**src/rtl/fifo_chain_pkg.sv**
```systemverilog
package fifo_chain_pkg;

  // Per-cycle strobes from a cell's control to its storage.
  typedef struct packed {
    logic wrStb;
    logic rdStb;
  } cellStrobeT;

  // Token hand-off pulses travelling from one cell to the next.
  typedef struct packed {
    logic wrPass;
    logic rdPass;
  } tokenPulseT;

endpackage

```
**src/rtl/fifoCellCtrl.sv**
```systemverilog
module fifoCellCtrl
  import fifo_chain_pkg::*;
#(
  parameter int DEPTH = 4,
  localparam int AW = (DEPTH > 1) ? $clog2(DEPTH) : 1,
  localparam int CW = $clog2(DEPTH + 1)
) (
  input  logic       clk,
  input  logic       rstN,
  input  logic       firstLoadN,
  input  logic       wrEn,
  input  logic       rdEn,
  input  tokenPulseT xi,
  output tokenPulseT xo,
  output cellStrobeT strobe,
  output logic [AW-1:0] wrAddr,
  output logic [AW-1:0] rdAddr,
  output logic       cellEmptyN,
  output logic       cellFullN
);

  logic [AW-1:0] wrPtr, rdPtr;
  logic [CW-1:0] count;
  logic          hasWrTok, hasRdTok;
  logic          isFull, isEmpty;
  logic          wrAtEnd, rdAtEnd;

  always_comb begin
    isFull        = (count == CW'(DEPTH));
    isEmpty       = (count == '0);
    wrAtEnd       = (wrPtr == AW'(DEPTH - 1));
    rdAtEnd       = (rdPtr == AW'(DEPTH - 1));
    strobe.wrStb  = wrEn && hasWrTok && !isFull;
    strobe.rdStb  = rdEn && hasRdTok && !isEmpty;
    xo.wrPass     = strobe.wrStb && wrAtEnd;
    xo.rdPass     = strobe.rdStb && rdAtEnd;
  end

  assign wrAddr     = wrPtr;
  assign rdAddr     = rdPtr;
  // Flags count only for the side whose token this cell holds.
  assign cellEmptyN = !(hasRdTok && isEmpty);
  assign cellFullN  = !(hasWrTok && isFull);

  always_ff @(posedge clk) begin
    if (!rstN) begin
      wrPtr    <= '0;
      rdPtr    <= '0;
      count    <= '0;
      hasWrTok <= !firstLoadN;
      hasRdTok <= !firstLoadN;
    end else begin
      if (strobe.wrStb) wrPtr <= wrAtEnd ? '0 : wrPtr + AW'(1);
      if (strobe.rdStb) rdPtr <= rdAtEnd ? '0 : rdPtr + AW'(1);

      case ({strobe.wrStb, strobe.rdStb})
        2'b10:   count <= count + CW'(1);
        2'b01:   count <= count - CW'(1);
        default: count <= count;
      endcase

      if (xi.wrPass)      hasWrTok <= 1'b1;
      else if (xo.wrPass) hasWrTok <= 1'b0;

      if (xi.rdPass)      hasRdTok <= 1'b1;
      else if (xo.rdPass) hasRdTok <= 1'b0;
    end
  end

endmodule

```
**src/rtl/fifoCellStore.sv**
```systemverilog
module fifoCellStore
  import fifo_chain_pkg::*;
#(
  parameter int DATA_W = 9,
  parameter int DEPTH  = 4,
  localparam int AW = (DEPTH > 1) ? $clog2(DEPTH) : 1
) (
  input  logic              clk,
  input  logic              rstN,
  input  cellStrobeT        strobe,
  input  logic [AW-1:0]     wrAddr,
  input  logic [AW-1:0]     rdAddr,
  input  logic [DATA_W-1:0] wrData,
  output logic [DATA_W-1:0] rdWord,
  output logic              rdValid
);

  logic [DATA_W-1:0] mem [DEPTH];
  logic [DATA_W-1:0] wordQ;
  logic              validQ;

  always_ff @(posedge clk) begin
    if (strobe.wrStb) mem[wrAddr] <= wrData;
  end

  always_ff @(posedge clk) begin
    if (!rstN) begin
      wordQ  <= '0;
      validQ <= 1'b0;
    end else begin
      validQ <= strobe.rdStb;
      if (strobe.rdStb) wordQ <= mem[rdAddr];
    end
  end

  // A cell that did not serve the read leaves the shared bus at zero.
  assign rdWord  = validQ ? wordQ : '0;
  assign rdValid = validQ;

endmodule

```
**src/rtl/fifoChainCell.sv**
```systemverilog
module fifoChainCell
  import fifo_chain_pkg::*;
#(
  parameter int DATA_W = 9,
  parameter int DEPTH  = 4,
  localparam int AW = (DEPTH > 1) ? $clog2(DEPTH) : 1
) (
  input  logic              clk,
  input  logic              rstN,
  input  logic              firstLoadN,
  input  logic              wrEn,
  input  logic [DATA_W-1:0] wrData,
  input  logic              rdEn,
  input  tokenPulseT        xi,
  output tokenPulseT        xo,
  output logic [DATA_W-1:0] rdWord,
  output logic              rdValid,
  output logic              cellEmptyN,
  output logic              cellFullN
);

  cellStrobeT    strobe;
  logic [AW-1:0] wrAddr, rdAddr;

  fifoCellCtrl #(.DEPTH(DEPTH)) u_ctrl (
    .clk        (clk),
    .rstN       (rstN),
    .firstLoadN (firstLoadN),
    .wrEn       (wrEn),
    .rdEn       (rdEn),
    .xi         (xi),
    .xo         (xo),
    .strobe     (strobe),
    .wrAddr     (wrAddr),
    .rdAddr     (rdAddr),
    .cellEmptyN (cellEmptyN),
    .cellFullN  (cellFullN)
  );

  fifoCellStore #(.DATA_W(DATA_W), .DEPTH(DEPTH)) u_store (
    .clk     (clk),
    .rstN    (rstN),
    .strobe  (strobe),
    .wrAddr  (wrAddr),
    .rdAddr  (rdAddr),
    .wrData  (wrData),
    .rdWord  (rdWord),
    .rdValid (rdValid)
  );

endmodule

```
**src/rtl/fifoDepthChain.sv**
```systemverilog
module fifoDepthChain
  import fifo_chain_pkg::*;
#(
  parameter int DATA_W     = 9,
  parameter int CELL_DEPTH = 4,
  parameter int NUM_CELLS  = 3
) (
  input  logic              clk,
  input  logic              rstN,
  input  logic              wrEn,
  input  logic [DATA_W-1:0] wrData,
  input  logic              rdEn,
  output logic [DATA_W-1:0] rdData,
  output logic              rdValid,
  output logic              emptyN,
  output logic              fullN
);

  tokenPulseT              passV  [NUM_CELLS];
  logic [DATA_W-1:0]       wordV  [NUM_CELLS];
  logic [NUM_CELLS-1:0]    validV;
  logic [NUM_CELLS-1:0]    emptyV;
  logic [NUM_CELLS-1:0]    fullV;

  for (genvar i = 0; i < NUM_CELLS; i++) begin : g_cell
    localparam int PREV = (i == 0) ? NUM_CELLS - 1 : i - 1;
    fifoChainCell #(.DATA_W(DATA_W), .DEPTH(CELL_DEPTH)) u_cell (
      .clk        (clk),
      .rstN       (rstN),
      .firstLoadN ((i == 0) ? 1'b0 : 1'b1),
      .wrEn       (wrEn),
      .wrData     (wrData),
      .rdEn       (rdEn),
      .xi         (passV[PREV]),
      .xo         (passV[i]),
      .rdWord     (wordV[i]),
      .rdValid    (validV[i]),
      .cellEmptyN (emptyV[i]),
      .cellFullN  (fullV[i])
    );
  end

  always_comb begin
    rdData = '0;
    for (int i = 0; i < NUM_CELLS; i++) rdData = rdData | wordV[i];
  end

  assign rdValid = |validV;
  assign emptyN  = &emptyV;
  assign fullN   = &fullV;

endmodule

```
**config.mk**
```make
export PLATFORM = sky130hd
export DESIGN_NAME = fifoDepthChain
export DESIGN_NICKNAME = d
export VERILOG_FILES = /design/src/rtl/fifo_chain_pkg.sv /design/src/rtl/fifoCellCtrl.sv /design/src/rtl/fifoCellStore.sv /design/src/rtl/fifoChainCell.sv /design/src/rtl/fifoDepthChain.sv
export SDC_FILE = /design/constraint.sdc
export NUM_CORES = 1
export LEC_CHECK = 0
export BUFFER_PORTS_ARGS = -buffer_cell sky130_fd_sc_hd__buf_2
export CORE_MARGIN = 5
export CORE_UTILIZATION = 54
export CTS_CLUSTER_SIZE = 12
export DETAILED_ROUTE_END_ITERATION = 6
export GPL_ROUTABILITY_DRIVEN = 0
export GPL_TIMING_DRIVEN = 0
export PLACE_DENSITY = 0.76
export SYNTH_ARGS = -nofsm -noshare
export SYNTH_HDL_FRONTEND = slang
export SYNTH_SLANG_ARGS = --single-unit
```
**constraint.sdc**
```tcl
create_clock -name clk -period 2.9 [get_ports clk]
set_input_delay 0.145 -clock clk [delete_from_list [all_inputs] [get_ports clk]]
set_output_delay 0.145 -clock clk [all_outputs]
set_load 0.01 [all_outputs]
```
==> qor.txt <==
run status: finished clean
Critical Path RT: 3.25 ns
commonest non-fill, non-tap cells in the layout: edfxtp_1, dfxtp_1, nand2_1
Setup WS pre-CTS: 0.480 ns
commonest non-fill, non-tap cell in the layout: edfxtp_1
PnR worst setup slack: 0.444 ns
worst min path class: input pin to flip-flop
reg-to-reg slack, setup: 0.44 ns
initial core utilization: 55.6%
kind of critical path: flip-flop to flip-flop
final WL: 13400 um
setup TNS: 0 ns
ant diodes: 0
DPL Wire Length: 9400 um
warnings from Yosys: 0
vias in the first global route: 3904
Sw Share: 22.9%
actual slew at the worst max-slew pin: 0.999 ns
startpoint types: flip-flop
static leakage: 0.00268 uW
die height: 122 um
Top Ports: 25
drt initial violations: 362
NetSw: 1310 uW
peak supply drop: 0.000489 V
Cell Area, Placed: 0.00711 mm2
Port Buf Inserts: 24
Hold Buf Count CTS: 0
Clock power frac: 42.1%
Reg clk slew, reported paths: 0.06 ns
RSZ-0062 raised after global routing: false
Netlist Area Pre-Place: 0.00677 mm2
Clock Sinks: 165
CP max FO: 10
detailed-route vias per instance: 5.72
logic gate share of total power: 10.8%
number of max-cap violations: 0
Routed Antenna Nets: 0
TritonRoute pass-1 iters: 7
Global Route met3 Usage: 5.85%
CP peak stage delay: 0.43 ns
Yosys reg bits: 165
drt drc: 0
maximum number of pins on one net before global-route repair: 17
Avg Cell Area, Syn: 15.5 um2
Worst Skew: 0.00645 ns
initial antenna violation count: 0
CP endpoint kind: flip-flop
CP max-delay cell: dfxtp_1
total CTS buffers: 17
CTS tree: yes
vias: 3776
Resize count post-CTS: 0
post-synth cell types: 38
Cells after Synth: 436
met2 Use GR: 33.2%
Placed Cells: 628
cell area after layout: 0.00774 mm2
share of cells above drive strength 1: 24.8%
H-tree depth: 4
Avg WL per Cell: 20.4 um
Top Usage Layer GRT: met2
total core area: 0.0122 mm2
sequential power share: 47.1%
Clock Tree Buf Depth: 2
Slew HR: 33.1%
Arr. time, crit path: 2.81 ns
crit-path cells: o311a_4, buf_2, ha_1, inv_1, fa_1, xor2_1, or3_1, a21oi_1
number of cell rows: 40
internal power: 4410 uW
minimum clock period after layout: 2.46 ns
gr usage total: 19.7%
sequential element share of the synthesized area: 64.8%
grt met1 use: 24.2%
Final Setup Violations: 0
Peak Freq: 407 MHz
floorplan die width: 122 um
Hold Fails Final Rpt: 0
Max Slew Vio Count: 0
Remaining Overflow, GRT: 0
area grow syn2layout: 14.5%
final cell count without fillers: 660
final period utilization: 84.7%
DIE AREA: 0.0149 mm2
total power: 5730 uW
pwr/cell area: 739 mW/mm2
syn_nets: 470
clock root cell: clkbuf_16
Final #Nets: 513
clock latency at the later pin of the worst-skew pair: 0.42 ns
global-route wire length before repair: 21200 um
postcts setup bufs: 0
-- power by group through the flow --
stage | combinational [uW] | clock [uW] | sequential (uW)
floorplan | 453 | 0 | 2720
global placement | 599 | 0 | 2740
detailed placement | 624 | 0 | 2750
CTS | 629 | 2430 | 2700
global route | 686 | 2550 | 2710
finish | 618 | 2410 | 2700
-- routing by layer --
| layer | part of all wire (%) | vias to the layer above |
|---|---|---|
| met5 | 0 | - |
| met4 | 2.2 | 0 |
| met3 | 5.9 | 21 |
| met2 | 52 | 109 |
| met1 | 40 | 1901 |
| li1 | - | 1745 |
-- path summary, 6_finish.rpt --
path / from / to / cells after the start
min: wrData[0] / g_cell[1].u_cell.u_store.mem[2][0] / 1
max: g_cell[1].u_cell.u_ctrl.count[0] / g_cell[1].u_cell.u_ctrl.count[2] / 8
min reg2reg: g_cell[2].u_cell.u_store.wordQ[7] / g_cell[2].u_cell.u_store.wordQ[7] / 2
max reg2reg: g_cell[1].u_cell.u_ctrl.count[0] / g_cell[1].u_cell.u_ctrl.count[2] / 8
-- final cells by class --
type	count	area, um2
timing repair buffer	24	120
clock inverter	13	206
tap	168	210
inverter	29	109
sequential	165	4380
multi-input combinational	221	2170
buffer	21	113
fill	864	4420
clock buffer	19	433
-- through the flow --
step,hold slack (ns),utilization (%)
after global placement,0.451,58.3
after CTS,0.0572,63.7
after floorplan,0.244,-
after detailed placement,0.463,58.4
final,0.0747,63.7
after global routing,0.0678,63.7
-- cells in the mapped netlist --
master | n | share of area (%)
edfxtp_1 | 108 | 48
o21ai_0 | 8 | 0.59
a221o_1 | 1 | 0.15
nor3b_1 | 4 | 0.44
a21o_1 | 1 | 0.11
o311a_4 | 3 | 0.94
buf_2 | 6 | 0.44
or4_1 | 3 | 0.33
a22o_1 | 2 | 0.26
o22ai_1 | 1 | 0.093
nor3b_2 | 3 | 0.55
nor2_1 | 21 | 1.2
and2_1 | 7 | 0.65
mux4_2 | 27 | 9.0
o2bb2ai_1 | 10 | 1.3
buf_6 | 3 | 0.50
clkbuf_1 | 8 | 0.44
buf_4 | 1 | 0.11
and3_1 | 3 | 0.28
o2bb2ai_2 | 18 | 4.0
nor3_1 | 3 | 0.22
nand2_1 | 35 | 1.9
nand3_1 | 2 | 0.15
ha_1 | 18 | 3.3
a211o_1 | 1 | 0.13
mux2i_1 | 6 | 0.89
a222oi_1 | 9 | 1.3
xor2_1 | 6 | 0.78
or3_1 | 4 | 0.37
dfxtp_1 | 57 | 17
o21a_1 | 4 | 0.44
or3b_2 | 1 | 0.13
inv_1 | 29 | 1.6
fa_1 | 3 | 0.89
and2_4 | 3 | 0.39
buf_1 | 3 | 0.17
a31o_2 | 1 | 0.13
a21oi_1 | 13 | 0.96
-- critical path: cells and delay by family, from the launching register on --
kind | cells | cell delay, ns
AOI/OAI and AO/OA | 2 | 0.43
buffers and inverters | 2 | 0.40
DFF | 1 | 0.43
and+or+nand+nor | 1 | 0.32
adders and majority gates | 2 | 0.63
xor gates and xnor gates | 1 | 0.17
-- registers in the layout, indices dropped and copies added (netlist names) --
signal and count:
g_cell.u_cell.u_ctrl.count 9, g_cell.u_cell.u_ctrl.hasWrTok 3, g_cell.u_cell.u_ctrl.hasRdTok 3, g_cell.u_cell.u_store.rdValid 3
g_cell.u_cell.u_store.mem 108, g_cell.u_cell.u_store.wordQ 27, g_cell.u_cell.u_ctrl.rdAddr 6, g_cell.u_cell.u_ctrl.wrAddr 6
-- cells by family (layout without fill, tap and decap cells) --
| group | after synthesis | count (layout) | synth area share [%] |
|---|---|---|---|
| adder cells (fa/ha/maj) | 21 | 21 | 4.22 |
| AO/OA/AOI/OAI | 72 | 72 | 10.4 |
| XOR/XNOR | 6 | 6 | 0.777 |
| AND/OR/NAND/NOR | 89 | 89 | 6.62 |
| buffers and inverters | 50 | 106 | 3.27 |
| flip-flops | 165 | 165 | 64.8 |
| multiplexers | 33 | 33 | 9.88 |
(Power assumes the default switching activity.)
